## config.mk

```make
export PLATFORM = sky130hd
export DESIGN_NAME = rs_syndrome_par
export DESIGN_NICKNAME = d
export VERILOG_FILES = /design/src/rtl/rs_syn_pkg.sv /design/src/rtl/gf_cmul.sv /design/src/rtl/rs_beat_ctl.sv /design/src/rtl/rs_syn_cell.sv /design/src/rtl/rs_syndrome_par.sv
export SDC_FILE = /design/constraint.sdc
export NUM_CORES = 1
export LEC_CHECK = 0
export CAP_MARGIN = 10
export CORE_MARGIN = 1
export CORE_UTILIZATION = 30
export DETAILED_ROUTE_END_ITERATION = 7
export DONT_BUFFER_PORTS = 1
export HOLD_SLACK_MARGIN = 0.1
export PLACE_DENSITY = 0.51
export SETUP_SLACK_MARGIN = 0.1
export SKIP_LAST_GASP = 1
export SYNTH_ARGS = -nofsm -noshare
export SYNTH_HDL_FRONTEND = slang
export SYNTH_HIERARCHICAL = 1
export SYNTH_SLANG_ARGS = --single-unit
```

## constraint.sdc

```tcl
create_clock -name clk -period 4.5 [get_ports clk]
set_input_delay 0.225 -clock clk [delete_from_list [all_inputs] [get_ports clk]]
set_output_delay 0.225 -clock clk [all_outputs]
set_load 0.03 [all_outputs]
```

## src/rtl/rs_syn_pkg.sv

```systemverilog
package rs_syn_pkg;
  localparam int SYM_W   = 8;
  localparam int FIELD_N = 255;
  localparam logic [SYM_W-1:0] POLY_LO = 8'h1D;  // x^8+x^4+x^3+x^2+1

  function automatic logic [SYM_W-1:0] gf_mul(input logic [SYM_W-1:0] a,
                                              input logic [SYM_W-1:0] b);
    logic [2*SYM_W-2:0] prod;
    prod = '0;
    for (int i = 0; i < SYM_W; i++)
      if (b[i]) prod = prod ^ ({{(SYM_W-1){1'b0}}, a} << i);
    for (int k = 2*SYM_W-2; k >= SYM_W; k--)
      if (prod[k]) prod = prod ^ ({{(SYM_W-1){1'b0}}, 1'b1, POLY_LO} << (k - SYM_W));
    return prod[SYM_W-1:0];
  endfunction

  function automatic logic [SYM_W-1:0] gf_pow(input int e);
    logic [SYM_W-1:0] r;
    r = 8'h01;
    for (int k = 0; k < (e % FIELD_N); k++) r = gf_mul(r, 8'h02);
    return r;
  endfunction
endpackage

```

## src/rtl/gf_cmul.sv

```systemverilog
module gf_cmul
  import rs_syn_pkg::*;
#(
  parameter logic [SYM_W-1:0] COEF = 8'h02
) (
  input  logic [SYM_W-1:0] x,
  output logic [SYM_W-1:0] y
);
  always_comb y = gf_mul(x, COEF);
endmodule

```

## src/rtl/rs_beat_ctl.sv

```systemverilog
module rs_beat_ctl #(
  parameter int BEATS = 255
) (
  input  logic clk,
  input  logic rst_n,
  input  logic in_valid,
  input  logic in_sof,
  output logic first_o,
  output logic done_o
);
  localparam int CNT_W = (BEATS > 1) ? $clog2(BEATS) : 1;
  localparam logic [CNT_W-1:0] LAST = CNT_W'(BEATS - 1);

  logic [CNT_W-1:0] cnt_q, cnt_nxt;
  logic             done_q, done_nxt;
  logic             first, last;

  always_comb begin
    first    = in_valid && (in_sof || cnt_q == '0);
    last     = in_valid && (first ? (BEATS == 1) : (cnt_q == LAST));
    cnt_nxt  = cnt_q;
    if (in_valid) begin
      if (last)       cnt_nxt = '0;
      else if (first) cnt_nxt = CNT_W'(1);
      else            cnt_nxt = cnt_q + 1'b1;
    end
    done_nxt = last;
  end

  always_ff @(posedge clk or negedge rst_n) begin
    if (!rst_n) begin
      cnt_q  <= '0;
      done_q <= 1'b0;
    end else begin
      if (in_valid) cnt_q <= cnt_nxt;
      done_q <= done_nxt;
    end
  end

  assign first_o = first;
  assign done_o  = done_q;

  AST_DONE_SINGLE: assert property (@(posedge clk) disable iff (!rst_n)
    (done_q && BEATS > 1) |=> !done_q);
  AST_DONE_FROM_BEAT: assert property (@(posedge clk) disable iff (!rst_n)
    $rose(done_q) |-> $past(in_valid));
endmodule

```

## src/rtl/rs_syn_cell.sv

```systemverilog
module rs_syn_cell
  import rs_syn_pkg::*;
#(
  parameter int EXP   = 0,
  parameter int LANES = 1
) (
  input  logic                   clk,
  input  logic                   rst_n,
  input  logic                   in_valid,
  input  logic                   first,
  input  logic [LANES*SYM_W-1:0] in_sym,
  output logic [SYM_W-1:0]       syn_o
);
  localparam logic [SYM_W-1:0] ROOT  = gf_pow(EXP);
  localparam logic [SYM_W-1:0] BSTEP = gf_pow(EXP * LANES);

  logic [SYM_W-1:0] part;
  logic [SYM_W-1:0] acc_q, acc_nxt, acc_scaled;

  // stage one: fold the lanes of one beat, lane 0 highest degree
  generate
    if (LANES == 1) begin : g_single
      assign part = in_sym[SYM_W-1:0];
    end else begin : g_multi
      logic [SYM_W-1:0] chain  [LANES];
      logic [SYM_W-1:0] scaled [LANES];
      assign chain[0]  = in_sym[SYM_W-1:0];
      assign scaled[0] = '0;
      for (genvar j = 1; j < LANES; j++) begin : g_lane
        gf_cmul #(.COEF(ROOT)) u_mul (.x(chain[j-1]), .y(scaled[j]));
        assign chain[j] = scaled[j] ^ in_sym[j*SYM_W +: SYM_W];
      end
      assign part = chain[LANES-1];
    end
  endgenerate

  // stage two: accumulate beats
  gf_cmul #(.COEF(BSTEP)) u_step (.x(acc_q), .y(acc_scaled));

  always_comb acc_nxt = first ? part : (acc_scaled ^ part);

  always_ff @(posedge clk or negedge rst_n) begin
    if (!rst_n)        acc_q <= '0;
    else if (in_valid) acc_q <= acc_nxt;
  end

  assign syn_o = acc_q;

  AST_HOLD_IDLE: assert property (@(posedge clk) disable iff (!rst_n)
    !in_valid |=> $stable(acc_q));
endmodule

```

## src/rtl/rs_syndrome_par.sv

```systemverilog
module rs_syndrome_par
  import rs_syn_pkg::*;
#(
  parameter int CODE_N = 255,
  parameter int NSYN   = 16,
  parameter int M0     = 0,
  parameter int LANES  = 1
) (
  input  logic                   clk,
  input  logic                   rst_n,
  input  logic                   in_valid,
  input  logic                   in_sof,
  input  logic [LANES*SYM_W-1:0] in_sym,
  output logic [NSYN*SYM_W-1:0]  syn_o,
  output logic                   done_o,
  output logic                   zero_o
);
  localparam int BEATS = CODE_N / LANES;

  logic [1:0] rst_sync_q;
  logic       rst_s;
  logic       first, done;

  always_ff @(posedge clk or negedge rst_n) begin
    if (!rst_n) rst_sync_q <= 2'b00;
    else        rst_sync_q <= {rst_sync_q[0], 1'b1};
  end
  assign rst_s = rst_sync_q[1];

  rs_beat_ctl #(.BEATS(BEATS)) u_ctl (
    .clk(clk), .rst_n(rst_s), .in_valid(in_valid), .in_sof(in_sof),
    .first_o(first), .done_o(done)
  );

  generate
    for (genvar i = 0; i < NSYN; i++) begin : g_cell
      rs_syn_cell #(.EXP(M0 + i), .LANES(LANES)) u_cell (
        .clk(clk), .rst_n(rst_s), .in_valid(in_valid), .first(first),
        .in_sym(in_sym), .syn_o(syn_o[i*SYM_W +: SYM_W])
      );
    end
  endgenerate

  assign done_o = done;
  assign zero_o = done && (syn_o == '0);

  AST_ZERO_QUAL: assert property (@(posedge clk) disable iff (!rst_s)
    zero_o |-> done_o);
  AST_RESET_QUIET: assert property (@(posedge clk)
    !rst_s |-> (!done_o && !zero_o));
endmodule

```

==> metrics.md <==
| Metric | Value |
|---|---|
| Global-route wire length before repair | 51.7 mm |
| Synth warn | 6 |
| Kind of critical path | flip-flop to flip-flop |
| Worst r2r src | u_ctl/cnt_q[5]$_DFFE_PN0P_ |
| DP Cell Count | 1572 |
| Pwr/cell area | 880 mW/mm^2 |
| Drt first pass iters | 4 |
| Reg2reg end | g_cell[3].u_cell/syn_o[3]$_DFFE_PN0P_ |
| # Post-CTS Setup Buffers | 0 |
| Fin crit period | 3350 ps |
| EDFF count, synth | 0 |
| Root buffer cell | clkbuf_16 |
| Clock Latency Late Sink | 430 ps |
| Routed vias/inst | 5.14 |
| Drt drc | 0 |
| Largest net degree at the start of global routing | 223 |
| Syn Inst Count | approximately 1100 |
| Post-CTS Hold Buffers | 75 |
| Leading cell type in the layout, fill and taps excluded | dfrtp_1 |
| Hold endpoint | g_cell[7].u_cell/syn_o[4]$_DFFE_PN0P_ |
| CP required | a little under 5000 ps |
| Gr ovfl total | 0 |
| Vert. Die Dim | between 150 and 200 um |
| FF-to-FF path depth | 7 |
| Post-CTS Resized | 0 |
| Most frequent cells in the layout | dfrtp_1 (138), inv_1 (136), nand2_1 (135), nand4bb_1 (128), xnor2_1 (107) |
| IO buf count | 0 |
| Detail Placement HPWL | between 15 and 20 mm |
| RSZ-0062 raised after global routing | no |
| H-tree levels | 4 |
| Final Hold Vio Count | 0 |
| Post-route ant nets | 0 |
| Min-delay src | in_sym[4] |
| Main synth FF type | dfrtp_1 |
| Max Fclk | roughly 300 MHz |
| Number of fillers in the final layout | 3741 |
| CTS tree | yes |
| WHS | 163 ps |
| Clock buffer depth | 2 |
| Area growth syn-to-layout | 12.6% |
| GRT Util Overall | 17.4% |
| Arr. time, crit path | 3720 ps |
| Syn Std Cell Area | 0.0113 sq mm |
| Nets@finish | 1177 |
| Starting DRT DRC Count | between 300 and 400 |
| Io pins | 142 |
| Post-route insts no fill | approximately 1700 |
| Final setup TNS | 0 ps |
| Avg WL per Cell | 19.6 um |
| Final setup vio count | 0 |
| Syn_nets | 1155 |
| Crit path capture type | flip-flop |
| Crit path launch | u_ctl/cnt_q[5]$_DFFE_PN0P_ |
| Leak | 0.00508 uW |
| GPL Wtd Cong | 0.754 |
| Slew margin rel. | between 20% and 30% |
| Outcome | finished clean |
| Max-cap violations | 0 |
| Worst clock skew | roughly 10 ps |
| Netlist cell types | 43 |
| Slew @ Worst Pin | 1120 ps |
| DIE AREA | 0.0385 sq mm |
| Sequential area share after synthesis | 30.7% |
| Die Wd | 196 um |
| Share of layout cells above drive strength 1 | under 10% |
| # rows | 70 |
| Vias | 8629 |
| #FFs+latches synth | roughly 140 |
| Initial cell density of the core | 30.7% |
| Final Max Slew Viols | 0 |
| WHS Path Cells | 3 |
| Initial antenna violation count | 0 |
| CTS sink count | between 100 and 150 |
| Final wirelength | about 33 mm |
| R2r setup slk | 1150 ps |
| CP max FO | 116 |
| Post-synth ARST share | 100% |
| Vias in the first global route | 8555 |
| VDD IR-drop max | 0.000396 V |
| Fin crit share | approximately 74% |
| Worst min path class | input pin to flip-flop |
| Syn_area_per_cell | 9.93 sq um |
| Core area | 0.0369 sq mm |
| Cts bufs inserted | 17 |
| CTS clk-pin slew, worst paths | 70 ps |
| Worst Setup Start Kind | flip-flop |
## routing by layer
layer  GRT usage, %  up-vias  wire (um)
met4           3.99        0        371
met5              0        -          0
met3           3.94       13       1620
met2           29.0      143      15900
li1               -     4093          -
met1           22.9     4380      15100
## cells in the mapped netlist (8+ instances only)
cell type | count | area share (%)
and2b_1 | 32 | 2.1
buf_4 | 40 | 2.7
buf_6 | 17 | 1.7
buf_8 | 16 | 2.1
dfrtp_1 | 139 | 31
inv_1 | 136 | 4.5
nand2_1 | 135 | 4.5
nand4_1 | 12 | 0.66
nand4bb_1 | 128 | 13
nor2_1 | 8 | 0.27
nor2b_1 | 96 | 5.3
nor4_1 | 31 | 1.7
o221ai_1 | 97 | 7.5
o221ai_2 | 32 | 4.2
xnor2_1 | 107 | 8.3
xor2_1 | 57 | 4.4
## state kept, by name (all words and copies together), names as in the netlist
name,cells
u_ctl/done_o,1
g_cell.u_cell/syn_o,128
rst_sync_q,2
u_ctl/cnt_q,8
## area by class of cell
type,instances,area (sq um),share of cell area [%]
multi-input cells,790,6600,51.8
well taps,504,631,4.94
clock buffers,18,439,3.44
clock inverters,14,193,1.51
diodes,1,2.50,0.0196
flip-flops and latches,139,3480,27.3
repair buffers,78,896,7.02
inverters,136,510,4.00
## kinds of logic after synthesis
kind of cell	after synthesis	share of synthesized area, %
AO/OA/AOI/OAI	142	12.6
XOR/XNOR	188	17.1
adder cells (fa/ha/maj)	3	0.331
buffers and inverters	211	11.1
flip-flops	139	30.7
other	1	0.0331
AND/OR/NAND/NOR	456	28.2
## critical path, cell delays in order, from the launching register on
cell and delay (ps):
dfrtp_1 450, nor3_1 280, a41oi_2 390, nor2_4 240, buf_4 730, and2b_1 290, o221ai_2 140, dlygate4sd3_1 570
## worst max-delay path by stage
stage | endpoint | slack [ps] | cells after the start
floorplan | g_cell[0].u_cell/syn_o[3]$_DFFE_PN0P_ | 270 | 7
global placement | zero_o | 1620 | 4
detailed placement | zero_o | 1680 | 4
CTS | zero_o | 1190 | 4
global route | g_cell[3].u_cell/syn_o[3]$_DFFE_PN0P_ | 940 | 7
finish | g_cell[3].u_cell/syn_o[3]$_DFFE_PN0P_ | 1150 | 7
## where the power goes
group | switching (uW) | leakage, uW | total, uW | internal, uW
Clock | 629 | 0.000303 | 1570 | 945
Sequential | 2260 | 0.00171 | 4000 | 1740
Combinational | 2360 | 0.00307 | 5650 | 3290
## per-stage QoR
stage	utilization (%)	cell area, sq um	setup WS [ps]	total power, uW
global placement	30.6	11300	1620	9020
CTS	34.6	12800	1190	11300
finish	34.6	12800	1150	11200
detailed placement	30.6	11300	1680	9160
floorplan	-	11300	266	8290
global route	34.6	12800	939	12100
Power figures use the tool's default switching activity.
